### config.mk
export PLATFORM = sky130hd
export DESIGN_NAME = adc_strobe_ctl
export DESIGN_NICKNAME = d
export VERILOG_FILES = /design/src/rtl/adc_strobe_pkg.sv /design/src/rtl/adc_gap_tmr.sv /design/src/rtl/adc_wdog.sv /design/src/rtl/adc_seq.sv /design/src/rtl/adc_strobe_ctl.sv
export SDC_FILE = /design/constraint.sdc
export NUM_CORES = 1
export LEC_CHECK = 0
export BUFFER_PORTS_ARGS = -buffer_cell sky130_fd_sc_hd__buf_2
export CAP_MARGIN = 40
export CORE_MARGIN = 3
export CORE_UTILIZATION = 45
export CTS_CLUSTER_DIAMETER = 50
export DETAILED_ROUTE_END_ITERATION = 10
export SLEW_MARGIN = 20
export SYNTH_ARGS = -nofsm -noshare
export SYNTH_HDL_FRONTEND = slang
export SYNTH_SLANG_ARGS = --single-unit
### constraint.sdc
create_clock -name clk -period 2.85 [get_ports clk]
set_clock_uncertainty 0.2 [all_clocks]
set_input_delay 0.57 -clock clk [delete_from_list [all_inputs] [get_ports clk]]
set_output_delay 0.57 -clock clk [all_outputs]
set_load 0.03 [all_outputs]
### src/rtl/adc_strobe_pkg.sv
package adc_strobe_pkg;

    typedef enum logic [1:0] {
        M_RDONLY   = 2'd0,
        M_WR_INT   = 2'd1,
        M_WR_EARLY = 2'd2,
        M_PIPE     = 2'd3
    } adc_mode_e;

    typedef enum logic [2:0] {
        S_IDLE,
        S_SLEEP,
        S_RDO,
        S_WRLO,
        S_WRGAP,
        S_INTW,
        S_RDLO
    } seq_st_e;

    // nanoseconds to whole clock cycles, rounded up, never below one
    function automatic int ns_to_cyc(input int ns, input int clk_ns);
        int v;
        v = (ns + clk_ns - 1) / clk_ns;
        return (v < 1) ? 1 : v;
    endfunction

endpackage

### src/rtl/adc_gap_tmr.sv
module adc_gap_tmr #(
    parameter int ACQ_CYC  = 16,
    parameter int WAKE_CYC = 36
) (
    input  logic clk,
    input  logic rst_n,
    input  logic ld_acq,
    input  logic ld_wake,
    output logic done
);
    localparam int MAXV = (ACQ_CYC > WAKE_CYC) ? ACQ_CYC : WAKE_CYC;
    localparam int GW   = $clog2(MAXV + 1);

    logic [GW-1:0] cnt_d, cnt_q;

    always_comb begin
        if (ld_wake)
            cnt_d = GW'(WAKE_CYC);
        else if (ld_acq)
            cnt_d = GW'(ACQ_CYC);
        else if (cnt_q != '0)
            cnt_d = cnt_q - 1'b1;
        else
            cnt_d = cnt_q;
    end

    always_ff @(posedge clk or negedge rst_n) begin
        if (!rst_n) cnt_q <= '0;
        else        cnt_q <= cnt_d;
    end

    assign done = (cnt_q == '0);
endmodule

### src/rtl/adc_wdog.sv
module adc_wdog #(
    parameter int TMO_CYC = 200
) (
    input  logic clk,
    input  logic rst_n,
    input  logic run,
    output logic expire
);
    localparam int TW = $clog2(TMO_CYC + 1);

    logic [TW-1:0] cnt_d, cnt_q;

    assign expire = run && (cnt_q == TW'(TMO_CYC - 1));

    always_comb begin
        if (!run || expire) cnt_d = '0;
        else                cnt_d = cnt_q + 1'b1;
    end

    always_ff @(posedge clk or negedge rst_n) begin
        if (!rst_n) cnt_q <= '0;
        else        cnt_q <= cnt_d;
    end
endmodule

### src/rtl/adc_seq.sv
module adc_seq
    import adc_strobe_pkg::*;
#(
    parameter int DW       = 8,
    parameter int WR_CYC   = 25,
    parameter int RDLY_CYC = 25,
    parameter int ACC_CYC  = 16
) (
    input  logic          clk,
    input  logic          rst_n,
    input  logic [1:0]    cfg_mode,
    input  logic          req_valid,
    output logic          req_ready,
    input  logic          pd_req,
    input  logic          gap_done,
    input  logic          tmo,
    output logic          ld_acq,
    output logic          ld_wake,
    output logic          wd_run,
    input  logic          adc_rdy,
    input  logic          adc_int_n,
    input  logic [DW-1:0] adc_d,
    output logic          cs_n,
    output logic          wr_n,
    output logic          rd_n,
    output logic          pd_n,
    output logic          mode_pin,
    output adc_mode_e     cur_mode,
    output logic          rsp_valid,
    output logic [DW-1:0] rsp_data,
    output logic          rsp_ok,
    output logic          err
);
    localparam int CMAX = (WR_CYC > RDLY_CYC) ?
                          ((WR_CYC > ACC_CYC) ? WR_CYC : ACC_CYC) :
                          ((RDLY_CYC > ACC_CYC) ? RDLY_CYC : ACC_CYC);
    localparam int CW = $clog2(CMAX + 1);

    typedef struct packed {
        seq_st_e       st;
        logic [CW-1:0] cnt;
        adc_mode_e     mode;
        logic          cs_n;
        logic          wr_n;
        logic          rd_n;
        logic          pd_n;
        logic          seen;
        logic          rsp_v;
        logic          rsp_ok;
        logic          have_prev;
        logic          err;
        logic [DW-1:0] data;
    } seq_t;

    localparam seq_t SEQ_RST = '{
        st: S_IDLE, cnt: '0, mode: M_RDONLY,
        cs_n: 1'b1, wr_n: 1'b1, rd_n: 1'b1, pd_n: 1'b1,
        seen: 1'b0, rsp_v: 1'b0, rsp_ok: 1'b0, have_prev: 1'b0,
        err: 1'b0, data: '0
    };

    seq_t q, d;

    always_comb begin
        d         = q;
        d.rsp_v   = 1'b0;
        req_ready = 1'b0;
        ld_acq    = 1'b0;
        ld_wake   = 1'b0;
        wd_run    = (q.st == S_RDO) || (q.st == S_INTW);

        case (q.st)
            S_IDLE: begin
                if (pd_req) begin
                    d.pd_n = 1'b0;
                    d.st   = S_SLEEP;
                end else if (gap_done) begin
                    req_ready = 1'b1;
                    if (req_valid) begin
                        d.mode = adc_mode_e'(cfg_mode);
                        d.err  = 1'b0;
                        d.cs_n = 1'b0;
                        d.cnt  = CW'(WR_CYC - 1);
                        case (adc_mode_e'(cfg_mode))
                            M_RDONLY: begin
                                d.rd_n = 1'b0;
                                d.seen = 1'b0;
                                d.st   = S_RDO;
                            end
                            M_PIPE: begin
                                d.wr_n = 1'b0;
                                d.rd_n = 1'b0;
                                d.st   = S_WRLO;
                            end
                            default: begin
                                d.wr_n = 1'b0;
                                d.st   = S_WRLO;
                            end
                        endcase
                    end
                end
            end

            S_SLEEP: begin
                if (!pd_req) begin
                    d.pd_n  = 1'b1;
                    d.st    = S_IDLE;
                    ld_wake = 1'b1;
                end
            end

            S_RDO: begin
                if (tmo) begin
                    d.cs_n = 1'b1;
                    d.rd_n = 1'b1;
                    d.err  = 1'b1;
                    d.st   = S_IDLE;
                    ld_acq = 1'b1;
                end else if (!adc_rdy) begin
                    d.seen = 1'b1;
                end else if (q.seen) begin
                    d.data      = adc_d;
                    d.rsp_v     = 1'b1;
                    d.rsp_ok    = 1'b1;
                    d.have_prev = 1'b1;
                    d.cs_n      = 1'b1;
                    d.rd_n      = 1'b1;
                    d.st        = S_IDLE;
                    ld_acq      = 1'b1;
                end
            end

            S_WRLO: begin
                if (q.cnt != '0) begin
                    d.cnt = q.cnt - 1'b1;
                end else begin
                    d.wr_n = 1'b1;
                    case (q.mode)
                        M_PIPE: begin
                            d.rd_n   = 1'b1;
                            d.data   = adc_d;
                            d.rsp_v  = 1'b1;
                            d.rsp_ok = q.have_prev;
                            d.st     = S_INTW;
                        end
                        M_WR_EARLY: begin
                            d.cnt = CW'(RDLY_CYC - 1);
                            d.st  = S_WRGAP;
                        end
                        default: d.st = S_INTW;
                    endcase
                end
            end

            S_WRGAP: begin
                if (q.cnt != '0) begin
                    d.cnt = q.cnt - 1'b1;
                end else begin
                    d.rd_n = 1'b0;
                    d.cnt  = CW'(ACC_CYC - 1);
                    d.st   = S_RDLO;
                end
            end

            S_INTW: begin
                if (tmo) begin
                    d.cs_n = 1'b1;
                    d.err  = 1'b1;
                    d.st   = S_IDLE;
                    ld_acq = 1'b1;
                end else if (!adc_int_n) begin
                    if (q.mode == M_PIPE) begin
                        d.cs_n      = 1'b1;
                        d.have_prev = 1'b1;
                        d.st        = S_IDLE;
                        ld_acq      = 1'b1;
                    end else begin
                        d.rd_n = 1'b0;
                        d.cnt  = CW'(ACC_CYC - 1);
                        d.st   = S_RDLO;
                    end
                end
            end

            S_RDLO: begin
                if (q.cnt != '0) begin
                    d.cnt = q.cnt - 1'b1;
                end else begin
                    d.data      = adc_d;
                    d.rsp_v     = 1'b1;
                    d.rsp_ok    = 1'b1;
                    d.have_prev = 1'b1;
                    d.rd_n      = 1'b1;
                    d.cs_n      = 1'b1;
                    d.st        = S_IDLE;
                    ld_acq      = 1'b1;
                end
            end

            default: d = SEQ_RST;
        endcase
    end

    always_ff @(posedge clk or negedge rst_n) begin
        if (!rst_n) q <= SEQ_RST;
        else        q <= d;
    end

    assign cs_n      = q.cs_n;
    assign wr_n      = q.wr_n;
    assign rd_n      = q.rd_n;
    assign pd_n      = q.pd_n;
    assign cur_mode  = q.mode;
    assign mode_pin  = (q.mode != M_RDONLY);
    assign rsp_valid = q.rsp_v;
    assign rsp_data  = q.data;
    assign rsp_ok    = q.rsp_ok;
    assign err       = q.err;
endmodule

### src/rtl/adc_strobe_ctl.sv
module adc_strobe_ctl
    import adc_strobe_pkg::*;
#(
    parameter int DW        = 8,
    parameter int CLK_NS    = 10,
    parameter int T_WR_NS   = 250,
    parameter int T_RDLY_NS = 250,
    parameter int T_ACC_NS  = 160,
    parameter int T_ACQ_NS  = 160,
    parameter int T_WAKE_NS = 360,
    parameter int TMO_CYC   = 200
) (
    input  logic          clk,
    input  logic          rst_n,
    input  logic [1:0]    cfg_mode,
    input  logic          req_valid,
    output logic          req_ready,
    input  logic          pd_req,
    output logic          rsp_valid,
    output logic [DW-1:0] rsp_data,
    output logic          rsp_ok,
    output logic          err_timeout,
    output logic          adc_cs_n,
    output logic          adc_wr_n,
    output logic          adc_rd_n,
    output logic          adc_mode,
    output logic          adc_pd_n,
    input  logic          adc_rdy,
    input  logic          adc_int_n,
    input  logic [DW-1:0] adc_d
);
    localparam int WR_CYC   = ns_to_cyc(T_WR_NS, CLK_NS);
    localparam int RDLY_CYC = ns_to_cyc(T_RDLY_NS, CLK_NS);
    localparam int ACC_CYC  = ns_to_cyc(T_ACC_NS, CLK_NS);
    localparam int ACQ_CYC  = ns_to_cyc(T_ACQ_NS, CLK_NS);
    localparam int WAKE_CYC = ns_to_cyc(T_WAKE_NS, CLK_NS);

    logic      gap_done, ld_acq, ld_wake, wd_run, tmo;
    adc_mode_e cur_mode;

    adc_gap_tmr #(.ACQ_CYC(ACQ_CYC), .WAKE_CYC(WAKE_CYC)) u_gap (
        .clk     (clk),
        .rst_n   (rst_n),
        .ld_acq  (ld_acq),
        .ld_wake (ld_wake),
        .done    (gap_done)
    );

    adc_wdog #(.TMO_CYC(TMO_CYC)) u_wdog (
        .clk    (clk),
        .rst_n  (rst_n),
        .run    (wd_run),
        .expire (tmo)
    );

    adc_seq #(
        .DW(DW), .WR_CYC(WR_CYC), .RDLY_CYC(RDLY_CYC), .ACC_CYC(ACC_CYC)
    ) u_seq (
        .clk       (clk),
        .rst_n     (rst_n),
        .cfg_mode  (cfg_mode),
        .req_valid (req_valid),
        .req_ready (req_ready),
        .pd_req    (pd_req),
        .gap_done  (gap_done),
        .tmo       (tmo),
        .ld_acq    (ld_acq),
        .ld_wake   (ld_wake),
        .wd_run    (wd_run),
        .adc_rdy   (adc_rdy),
        .adc_int_n (adc_int_n),
        .adc_d     (adc_d),
        .cs_n      (adc_cs_n),
        .wr_n      (adc_wr_n),
        .rd_n      (adc_rd_n),
        .pd_n      (adc_pd_n),
        .mode_pin  (adc_mode),
        .cur_mode  (cur_mode),
        .rsp_valid (rsp_valid),
        .rsp_data  (rsp_data),
        .rsp_ok    (rsp_ok),
        .err       (err_timeout)
    );
endmodule

==> metrics.md <==
| Metric | Value |
|---|---|
| CTS tree | `built` |
| # fillers | `527` |
| Post-route ant nets | `0` |
| Vias per cell | `5.57` |
| Syn Nets | `326` |
| Sink Count | `41` |
| Post-Route WL | `6.14 mm` |
| Tightest Pin Transition | `0.589 ns` |
| Routed len/inst | `15.1 um` |
| Area of the multi-input gates | `0.00144 mm2` |
| Synthesized flop and latch total | `41` |
| Port Buffer Count | `32` |
| CP max FO | `4` |
| Cts bufs inserted | `5` |
| Yosys warning count | `0` |
| Dpl hpwl | `4.64 mm` |
| Synthesized area | `0.00267 mm2` |
| Pwr per Cell Area | `1120 mW/mm2` |
| DRC violations left | `0` |
| Post-CTS setup buffer count | `0` |
| Peak Freq | `389 MHz` |
| Fin. Hold Viols | `0` |
| First-pass GRT wire length | `10.7 mm` |
| Die Y | `83.1 um` |
| Cell Rows | `27` |
| Asr flop ratio synth | `100%` |
| Clock Path Buffers | `2` |
| Critical path type | `reg -> out` |
| Layout cells sized above 1 | `20.3%` |
| Drt pass-1 iters | `4` |
| Crit path time final | `2.57 ns` |
| Type of origin of the critical path | `flip-flop` |
| Most common cell after layout, fill and taps aside | `dfrtp_1` |
| Syn_area_per_cell | `8.76 um2` |
| Vias in the first global route | `2228` |
| RSZ-0062 raised after global routing | `false` |
| Crit path capture type | `primary output` |
| Skew-Pair Late Insertion Delay | `0.29 ns` |
| Chip Width | `83.1 um` |
| Worst vdd ir | `0.000500 V` |
| Syn-to-layout area delta | `13.2%` |
| Clk root buf | `clkbuf_8` |
| Status | `complete, no violations` |
| FF/Latch Area | `0.00103 mm2` |
| Largest net degree at the start of global routing | `24` |
| Yosys top cell by area | `dfrtp_1` |
| Tcrit/Tclk final | `90.3%` |
| Total core area | `0.00564 mm2` |
| Crit path arrival time | `1.80 ns` |
| Worst-path clk slew | `0.08 ns` |
| Distinct cells, synth | `59` |
| Remaining Overflow, GRT | `0` |
| DRT iter0 DRCs | `128` |
| Sum Neg Setup Slack | `0 ns` |
| Share of the synthesized area in the top cell type | `34.6%` |
| Worst EP required | `2.08 ns` |
| Post-Syn Instances | `305` |
| Commonest non-fill, non-tap cells in the layout | `dfrtp_1 (37), nor2_1 (32), buf_2 (32)` |
| Top post-synthesis cells by area | `dfrtp_1 (35%), nor2_1 (4.5%), dfstp_2 (3.9%), nand2_1 (3.9%), mux2i_1 (3.4%)` |
| DR vias | `2269` |
| Hold buffer count at CTS | `0` |
| Max Cap Viol | `0` |
| Lkg Pwr | `1.40 nW` |
| Final setup fails | `0` |
| Cells resized by post-CTS repair | `0` |
| H-tree depth | `2` |
| IO Pins | `33` |
| Total power draw | `3.37 mW` |
| Routability congestion estimate | `0.827` |
| Min-Delay Path Class | `in -> async` |
| Slew HR | `60.5%` |
| Number of synthesized flops with an enable pin | `0` |
| GRT Util Overall | `18.6%` |
| Dominant synthesized flop cell | `dfrtp_1` |
| Fin nets | `355` |
| Ant diodes | `0` |
| Fin. max-slew vios | `0` |
| Initial core utilization | `47.4%` |
| Sequential area share after synthesis | `38.6%` |
| Die outline area | `0.00690 mm2` |
| Initial antenna violation count | `0` |
-- kinds of logic (layout without fill, tap and decap cells) --
logic type	count (synthesis)	in the layout	synth area share [%]
compound gates	72	72	19.3
simple gates	120	120	23.0
mux	13	13	5.06
flops	41	41	38.6
buf+inv	41	71	7.49
fa+ha+maj	5	5	2.34
xor+xnor	13	13	4.26
-- flip-flops by register name, indices dropped and copies added, names as in the netlist --
name and flops:
u_seq.q 10, u_seq.rsp_data 8, u_wdog.cnt_q 8, u_gap.cnt_q 6, u_seq.cur_mode 2, u_seq.cs_n 1, u_seq.err 1, u_seq.pd_n 1
u_seq.rd_n 1, u_seq.rsp_ok 1, u_seq.rsp_valid 1, u_seq.wr_n 1
-- layer usage --
metal | global-route usage [%] | up-vias | wire, um
met2 | 29.7 | 49 | 2910
met4 | 4.75 | 0 | 63
met5 | 0 | - | 0
met3 | 3.47 | 7 | 281
met1 | 26.1 | 1080 | 2890
li1 | - | 1133 | -
-- power breakdown --
group | total, mW | internal [mW] | switching [mW]
clock network | 0.490 | 0.285 | 0.205
logic | 1.85 | 0.769 | 1.08
registers | 1.03 | 0.803 | 0.230
-- cell type report --
class / instances / area share, %
multi-input cells: 223 / 47.7
clock inverters: 2 / 1.24
inverters: 19 / 2.36
well taps: 72 / 2.98
repair buffers: 44 / 8.94
flip-flops and latches: 41 / 34.1
clock buffers: 6 / 2.73
-- final timing paths --
kind / slack (ns) / depth (start not counted) / startpoint / end
worst max register to register: 0.43 / 7 / u_seq.q[19] / u_seq.q[20]
min in group clk: 0.29 / 1 / u_seq.cs_n / u_seq.cs_n
worst min register to register: 0.29 / 1 / u_seq.cs_n / u_seq.cs_n
worst min-delay path: 0.02 / 1 / rst_n / u_seq.q[20]
max in group asynchronous: 1.88 / 2 / rst_n / u_seq.cs_n
worst max-delay path: 0.28 / 6 / u_gap.cnt_q[0] / req_ready
-- worst max-delay path, cell delays in order, from the launching register on --
cell	delay [ns]
dfrtp_1	0.40
inv_1	0.12
ha_1	0.17
nor2b_1	0.24
nand2_1	0.12
nor3_1	0.22
buf_2	0.24
-- synthesized netlist by cell type (all sizes together), types with 3 or more instances --
cell type	count
a21oi	13
and2	4
inv	19
o22ai	3
nand2b	5
dfrtp	37
nand3	12
ha	5
and4b	3
xnor2	8
nor2	32
xor2	5
nor3	14
clkbuf	5
a31oi	5
buf	17
o21ai	22
dfstp	4
nor2b	5
o31ai	6
mux2	4
mux2i	9
nand2	28
and3	4
-- per-stage QoR --
| step | cell area (um2) | utilization, % | hold slack (ns) | setup WS [ns] | instances |
|---|---|---|---|---|---|
| 2_1_floorplan | 2670 | - | 0.0744 | 0.463 | 305 |
| 3_3_place_gp | 2880 | 51.0 | 0.273 | 0.546 | 398 |
| 3_5_place_dp | 2900 | 51.5 | 0.279 | 0.457 | 399 |
| 4_1_cts | 3020 | 53.6 | 0.0288 | 0.241 | 407 |
| 5_1_grt | 3020 | 53.6 | 0.0448 | 0.0741 | 407 |
| 6_report | 3020 | 53.6 | 0.0190 | 0.277 | 407 |
(Power assumes the default switching activity.)
